File: config.mk
export PLATFORM = sky130hd
export DESIGN_NAME = int_exec_alu
export DESIGN_NICKNAME = d
export VERILOG_FILES = /design/src/rtl/int_exec_alu.sv
export SDC_FILE = /design/constraint.sdc
export NUM_CORES = 1
export LEC_CHECK = 0
export BUFFER_PORTS_ARGS = -buffer_cell sky130_fd_sc_hd__clkbuf_2
export CAP_MARGIN = 20
export CORE_ASPECT_RATIO = 1.5
export CORE_MARGIN = 3
export CORE_UTILIZATION = 48
export DETAILED_ROUTE_END_ITERATION = 16
export PLACE_DENSITY = 0.8
export SLEW_MARGIN = 20
export SYNTH_ARGS = -nofsm -noshare
export SYNTH_HDL_FRONTEND = slang
export SYNTH_SLANG_ARGS = --single-unit
export TNS_END_PERCENT = 10
File: constraint.sdc
create_clock -name vclk -period 3.8
set_input_delay 0 -clock vclk [all_inputs]
set_output_delay 0 -clock vclk [all_outputs]
set_load 0.1 [all_outputs]
File: src/rtl/int_exec_alu.sv
module int_exec_alu #(
  parameter int XLEN = 32,
  parameter int IMM_W = 16
) (
  input  logic [31:0]     instr,
  input  logic [XLEN-1:0] rs_val,
  input  logic [XLEN-1:0] rt_val,
  output logic [XLEN-1:0] result,
  output logic [4:0]      dest_reg,
  output logic            reg_write,
  output logic            illegal
);
  localparam logic [5:0] OP_REG  = 6'd0;
  localparam logic [5:0] OP_ADDI = 6'd8;
  localparam logic [5:0] OP_ANDI = 6'd12;
  localparam logic [5:0] FN_ADD  = 6'h21;
  localparam logic [5:0] FN_SUB  = 6'h23;
  localparam logic [5:0] FN_OR   = 6'h25;
  localparam int EXT_W = XLEN - IMM_W;

  typedef enum logic [2:0] {K_NONE, K_ADD, K_SUB, K_OR, K_ADDI, K_ANDI} kind_t;

  logic [5:0]       op_f, fn_f;
  logic [4:0]       rs_f, rt_f, rd_f, sh_f;
  logic [IMM_W-1:0] imm_f;
  logic [XLEN-1:0]  imm_sx, imm_zx, opb;
  kind_t            kind;

  assign op_f  = instr[31:26];
  assign rs_f  = instr[25:21];
  assign rt_f  = instr[20:16];
  assign rd_f  = instr[15:11];
  assign sh_f  = instr[10:6];
  assign fn_f  = instr[5:0];
  assign imm_f = instr[IMM_W-1:0];

  assign imm_sx = {{EXT_W{imm_f[IMM_W-1]}}, imm_f};
  assign imm_zx = {{EXT_W{1'b0}}, imm_f};

  always_comb begin
    kind = K_NONE;
    unique case (op_f)
      OP_REG: begin
        if (sh_f == 5'd0) begin
          case (fn_f)
            FN_ADD:  kind = K_ADD;
            FN_SUB:  kind = K_SUB;
            FN_OR:   kind = K_OR;
            default: kind = K_NONE;
          endcase
        end
      end
      OP_ADDI: kind = K_ADDI;
      OP_ANDI: kind = K_ANDI;
      default: kind = K_NONE;
    endcase
  end

  always_comb begin
    case (kind)
      K_ADDI:  opb = imm_sx;
      K_ANDI:  opb = imm_zx;
      default: opb = rt_val;
    endcase
  end

  always_comb begin
    case (kind)
      K_ADD, K_ADDI: result = rs_val + opb;
      K_SUB:         result = rs_val - opb;
      K_OR:          result = rs_val | opb;
      K_ANDI:        result = rs_val & opb;
      default:       result = '0;
    endcase
  end

  always_comb begin
    case (kind)
      K_ADD, K_SUB, K_OR: dest_reg = rd_f;
      K_ADDI, K_ANDI:     dest_reg = rt_f;
      default:            dest_reg = 5'd0;
    endcase
  end

  assign illegal   = (kind == K_NONE);
  assign reg_write = (kind != K_NONE);

  always_comb begin

    enable_vs_flag_chk: assert (reg_write != illegal);

    illegal_zero_chk: assert (!illegal || (result == '0 && dest_reg == 5'd0 && !reg_write));

    sub_inverse_chk: assert (!(op_f == OP_REG && fn_f == FN_SUB && sh_f == 5'd0) || (result + rt_val == rs_val));

    add_inverse_chk: assert (!(op_f == OP_REG && fn_f == FN_ADD && sh_f == 5'd0) || (result - rt_val == rs_val));

    or_cover_chk: assert (!(op_f == OP_REG && fn_f == FN_OR && sh_f == 5'd0) || ((result & rs_val) == rs_val && (result & rt_val) == rt_val));

    andi_upper_chk: assert (!(op_f == OP_ANDI) || (result[XLEN-1:IMM_W] == '0 && (result | rs_val) == rs_val));

    src_field_chk: assert (!reg_write || !$isunknown(rs_f));
  end
endmodule

==> impl_results.md, run 1 <==
* Number of I/O pins at 135
* Proportion of netlist area held by the largest area contributor at 12.0%
* Post-synthesis share of cell area spent on xor and xnor gates at 12.3%
* Synthesized-area fraction occupied by adder cells at 12.2%
* Row count at 38
* Syn nets at 715
* Number of input and output port buffers inserted at 130
* Starting Density at 49.8%
* Area leader, netlist: sky130_fd_sc_hd__a21oi_1
* Gate count after technology mapping at 584
* Result of the run: aborted with a tool error
* Worst EP post-GRT repair: result[31]
* Cells taking the most area after synthesis: sky130_fd_sc_hd__a21oi_1 (12%), sky130_fd_sc_hd__ha_1 (12%), sky130_fd_sc_hd__nand2_1 (9.0%), sky130_fd_sc_hd__o21ai_0 (6.5%), sky130_fd_sc_hd__xor2_1 (6.3%)
* Pre-CTS setup slack at -442 ps
* Warnings from Yosys at 0
* Fraction of synthesized area in multiplexers at 2.75%
* Y dimension of the die at 113 um
* Avg Inst Size Synth at 6.24 um^2
* Fraction of the yosys area taken by sequential cells at 0%
* Pin count of the biggest net entering global routing at 30
* Final weighted congestion in routability-driven placement at 1.08
* Netlist area before placement at 3640 um^2
* Main combinational cell family by area after synthesis: compound AO/OA/AOI/OAI gates
* Total Routing Usage GR at 74.5%
* Worst-path end type: top-level output
* Width of the die at 77.1 um
* Total global routing overflow at 92
* Log Error: [ERROR GRT-0232] Routing congestion too high. Check the congestion heatmap in the GUI.
* Stop stage: 5_1_grt
* Most numerous cell types in the synthesized netlist: sky130_fd_sc_hd__a21oi_1 (87), sky130_fd_sc_hd__nand2_1 (87), sky130_fd_sc_hd__nor2_1 (47), sky130_fd_sc_hd__o21ai_0 (47), sky130_fd_sc_hd__ha_1 (34)
* Basic-gate share of the synthesized area counting and, or, nand and nor cells at 29.6%
* Post-detailed-placement half-perimeter wirelength at 14200 um
* Synth cell types at 63
* Compound-gate portion of the synthesized area at 38.6%
==> layer usage <==
layer / GRT overflow / GRT usage (%)
met1: 2 / 72.7
met2: 47 / 94.1
met5: 0 / 5.29
met4: 43 / 84.6
met3: 0 / 53.3
==> logic make-up after synthesis <==
group,Yosys count
adders and majority gates,35
and+or+nand+nor,219
AOI/OAI and AO/OA,229
buffers and inverters,40
muxes,10
xor gates and xnor gates,51
==> metrics by stage <==
stage                     hold slack (ps)  area (um^2)  TNS, ps  instances  utilization, %
after CTS                             459         6450     -900        938            88.1
after detailed placement              460         6040    -3850        924            82.5
after floorplan                       401         3900    -6250        584               -
after global placement                446         6040    -1890        924            82.5
==> timing repair <==
action	in CTS
setup endpoints to repair	14
gates resized for setup	68
hold buffers	0
setup buffers	14
pin swaps	45
==> run 2, diff against run 1 <==
Settings changed: CORE_ASPECT_RATIO 1.5 to default, CORE_UTILIZATION 48 to 40, PLACE_DENSITY 0.8 to default, PLACE_DENSITY_LB_ADDON from default to 0.15.
Clock period 3.8 ns to 4.95 ns, I/O delays scaled along.
==> impl_results.md, run 2 <==
* Y dimension of the die at 101 um (-10%)
* Via count of the first global-routing pass at 4542
* Routed Antenna Nets at 0
* Number of vias per cell at 6.04
* Maximum capacitance violations at 0
* Main combinational cell family by area after synthesis: compound AO/OA/AOI/OAI gates
* Share of the clock period used by the worst path at 92.7%
* Fraction of synthesized area in multiplexers at 2.75% (unchanged)
* Total Die Area at 10300 um^2
* Synth cell types at 63 (unchanged)
* Fill cell total of the finished layout at 897
* Netlist area before placement at 3640 um^2 (unchanged)
* Pwr Density at 101 nW/um^2
* Routed len/inst at 16.9 um
* Fraction of layout instances using a drive strength above 1 at 23.6%
* Total power after layout at 0.000471 W
* Avg Inst Size Synth at 6.24 um^2 (unchanged)
* Post-detailed-placement half-perimeter wirelength at 10900 um (-23%)
* Number of I/O pins at 135 (unchanged)
* Total Routing Usage GR at 25.3%
* Total global routing overflow at 0
* Final Instance Count excl. Fillers at 808
* Fraction of the yosys area taken by sequential cells at 0% (unchanged)
* Seq Cell Count at 0
* Post-synthesis share of cell area spent on xor and xnor gates at 12.3% (unchanged)
* Core area at 8810 um^2
* Warnings from Yosys at 0 (unchanged)
* First-pass detailed-route iteration total at 5
* CP startpoint kind: input pin
* Via count at 4879
* Sum Neg Setup Slack at 0 ps
* Compound-gate portion of the synthesized area at 38.6% (unchanged)
* Post-cts hold buffer count at 0 (unchanged)
* Transition time at the pin with the least slew margin at 1020 ps
* Minimum clock period at 4590 ps
* Diode insertion count for antenna repair at 0
* Most numerous cell types in the synthesized netlist: sky130_fd_sc_hd__a21oi_1 (87), sky130_fd_sc_hd__nand2_1 (87), sky130_fd_sc_hd__nor2_1 (47), sky130_fd_sc_hd__o21ai_0 (47), sky130_fd_sc_hd__ha_1 (34)
* Commonest cells after routing, fill and taps aside: sky130_fd_sc_hd__clkbuf_2 (113), sky130_fd_sc_hd__a21oi_1 (87), sky130_fd_sc_hd__nand2_1 (86), sky130_fd_sc_hd__nor2_1 (47), sky130_fd_sc_hd__o21ai_0 (45)
* Setup repair after global routing missed its margin: no
* Gate count after technology mapping at 584 (unchanged)
* Final setup violation count at 0
* DRT Wirelength at 13600 um
* Pin count of the biggest net entering global routing at 54
* Kind of capture point of the worst setup path: primary output
* Cells taking the most area after synthesis: sky130_fd_sc_hd__a21oi_1 (12%), sky130_fd_sc_hd__ha_1 (12%), sky130_fd_sc_hd__nand2_1 (9.0%), sky130_fd_sc_hd__o21ai_0 (6.5%), sky130_fd_sc_hd__xor2_1 (6.3%)
* Max Fanout on Critical Path at 6
* Syn nets at 715 (unchanged)
* Basic-gate share of the synthesized area counting and, or, nand and nor cells at 29.6% (unchanged)
* Final hold violation count at 0
* Number of DRC violations after detailed routing at 0
* Sequential cell area at 0 um^2
* Area leader, netlist: sky130_fd_sc_hd__a21oi_1
* Path class of the lowest-slack min-delay path: in -> out
* Starting Density at 41.4% (-8.4 points)
* Classification of the worst setup path: in -> out
* Width of the die at 101 um (+32%)
* First-iteration detailed-routing DRC count at 379
* Number of input and output port buffers inserted at 130 (unchanged)
* Antenna violations before repair at 0
* Worst Slack Setup Final at 362 ps
* Number of nets in the layout at 833
* Result of the run: completed
* Final Max Slew Viols at 0
* Syn-to-layout area delta at 27.6%
* # clk buffers at 0
* Max Clk Rate at 218 MHz
* Synthesized-area fraction occupied by adder cells at 12.2% (unchanged)
* Worst relative slew slack at 32.3%
* Critical path required time at 4950 ps
* Pre-CTS setup slack at 434 ps (+876 ps)
* Most common cell after layout, fill and taps aside: sky130_fd_sc_hd__clkbuf_2
* Worst hold path depth at 4
* Multi-input gate area in the final layout at 3480 um^2
* CP arrival at 4590 ps
* Worst supply voltage drop on vdd at 0.0510 mV
* Post-cts resize count at 0 (-100%)
* Proportion of netlist area held by the largest area contributor at 12.0% (unchanged)
* Number of setup buffers added after CTS at 0 (-14)
* Final weighted congestion in routability-driven placement at 0.956 (-12%)
* Static power due to leakage at 2.21 nW
* Row count at 34 (-11%)
* Wire length of the first global-routing pass at 21800 um
* Number of placed instances, taps included at 808 (-13%)
run 2: cell counts after synthesis:
No cell type changed its count.
run 2: cell families after synthesis:
kind of cell             Yosys count
multiplexers                      10
adder cells (fa/ha/maj)           35
buffers and inverters             40
XOR/XNOR                          51
AO/OA/AOI/OAI                    229
AND/OR/NAND/NOR                  219
run 2: cell type report:
class                           instances  area share [%]
Timing Repair Buffer                  145            21.4
Multi-Input combinational cell        544            74.8
Inverter                               11           0.888
Tap cell                              108            2.91
run 2: worst max-delay path, stage by stage:
cell and delay [ps]:
sky130_fd_sc_hd__clkbuf_2 100, sky130_fd_sc_hd__nor4_4 420, sky130_fd_sc_hd__and2_1 340, sky130_fd_sc_hd__nand2_1 90
sky130_fd_sc_hd__nand2_1 110, sky130_fd_sc_hd__inv_1 80, sky130_fd_sc_hd__ha_1 230, sky130_fd_sc_hd__a21boi_2 200
sky130_fd_sc_hd__a21oi_1 160, sky130_fd_sc_hd__xor2_1 130, sky130_fd_sc_hd__ha_1 390, sky130_fd_sc_hd__and3_1 210
sky130_fd_sc_hd__a21boi_0 170, sky130_fd_sc_hd__o21ai_0 150, sky130_fd_sc_hd__a211o_1 360, sky130_fd_sc_hd__a21oi_1 330
sky130_fd_sc_hd__o221ai_1 240, sky130_fd_sc_hd__a31o_2 250, sky130_fd_sc_hd__xor2_1 130, sky130_fd_sc_hd__o22ai_1 240
sky130_fd_sc_hd__buf_12 220
run 2: per-stage QoR:
step	hold slack (ps)	cell area, um^2	util (%)
detailed placement	496	4650	52.8
global route	524	4650	52.8
CTS	497	4650	52.8
finish	493	4650	52.8
global placement	487	4650	52.8
floorplan	565	3640	-
run 2: path summary, 6_finish.rpt:
path	start	end	slack, ps
setup / recovery	instr[31]	result[29]	360
hold / removal	rs_val[25]	result[25]	490
run 2: layer usage:
layer	track usage, %	vias up	share of wire [%]
met3	0.758	6	7.6
li1	-	2403	-
met4	3.17	0	0.57
met2	39.7	227	44
met5	0	-	0
met1	39.0	2243	47
run 2: power by group:
part	switching, W	internal (W)	leakage (nW)	total [W]
logic	0.000286	0.000185	2.21	0.000471
clock network	0	0	0	0
registers	0	0	0	0
(Power assumes the default switching activity.)
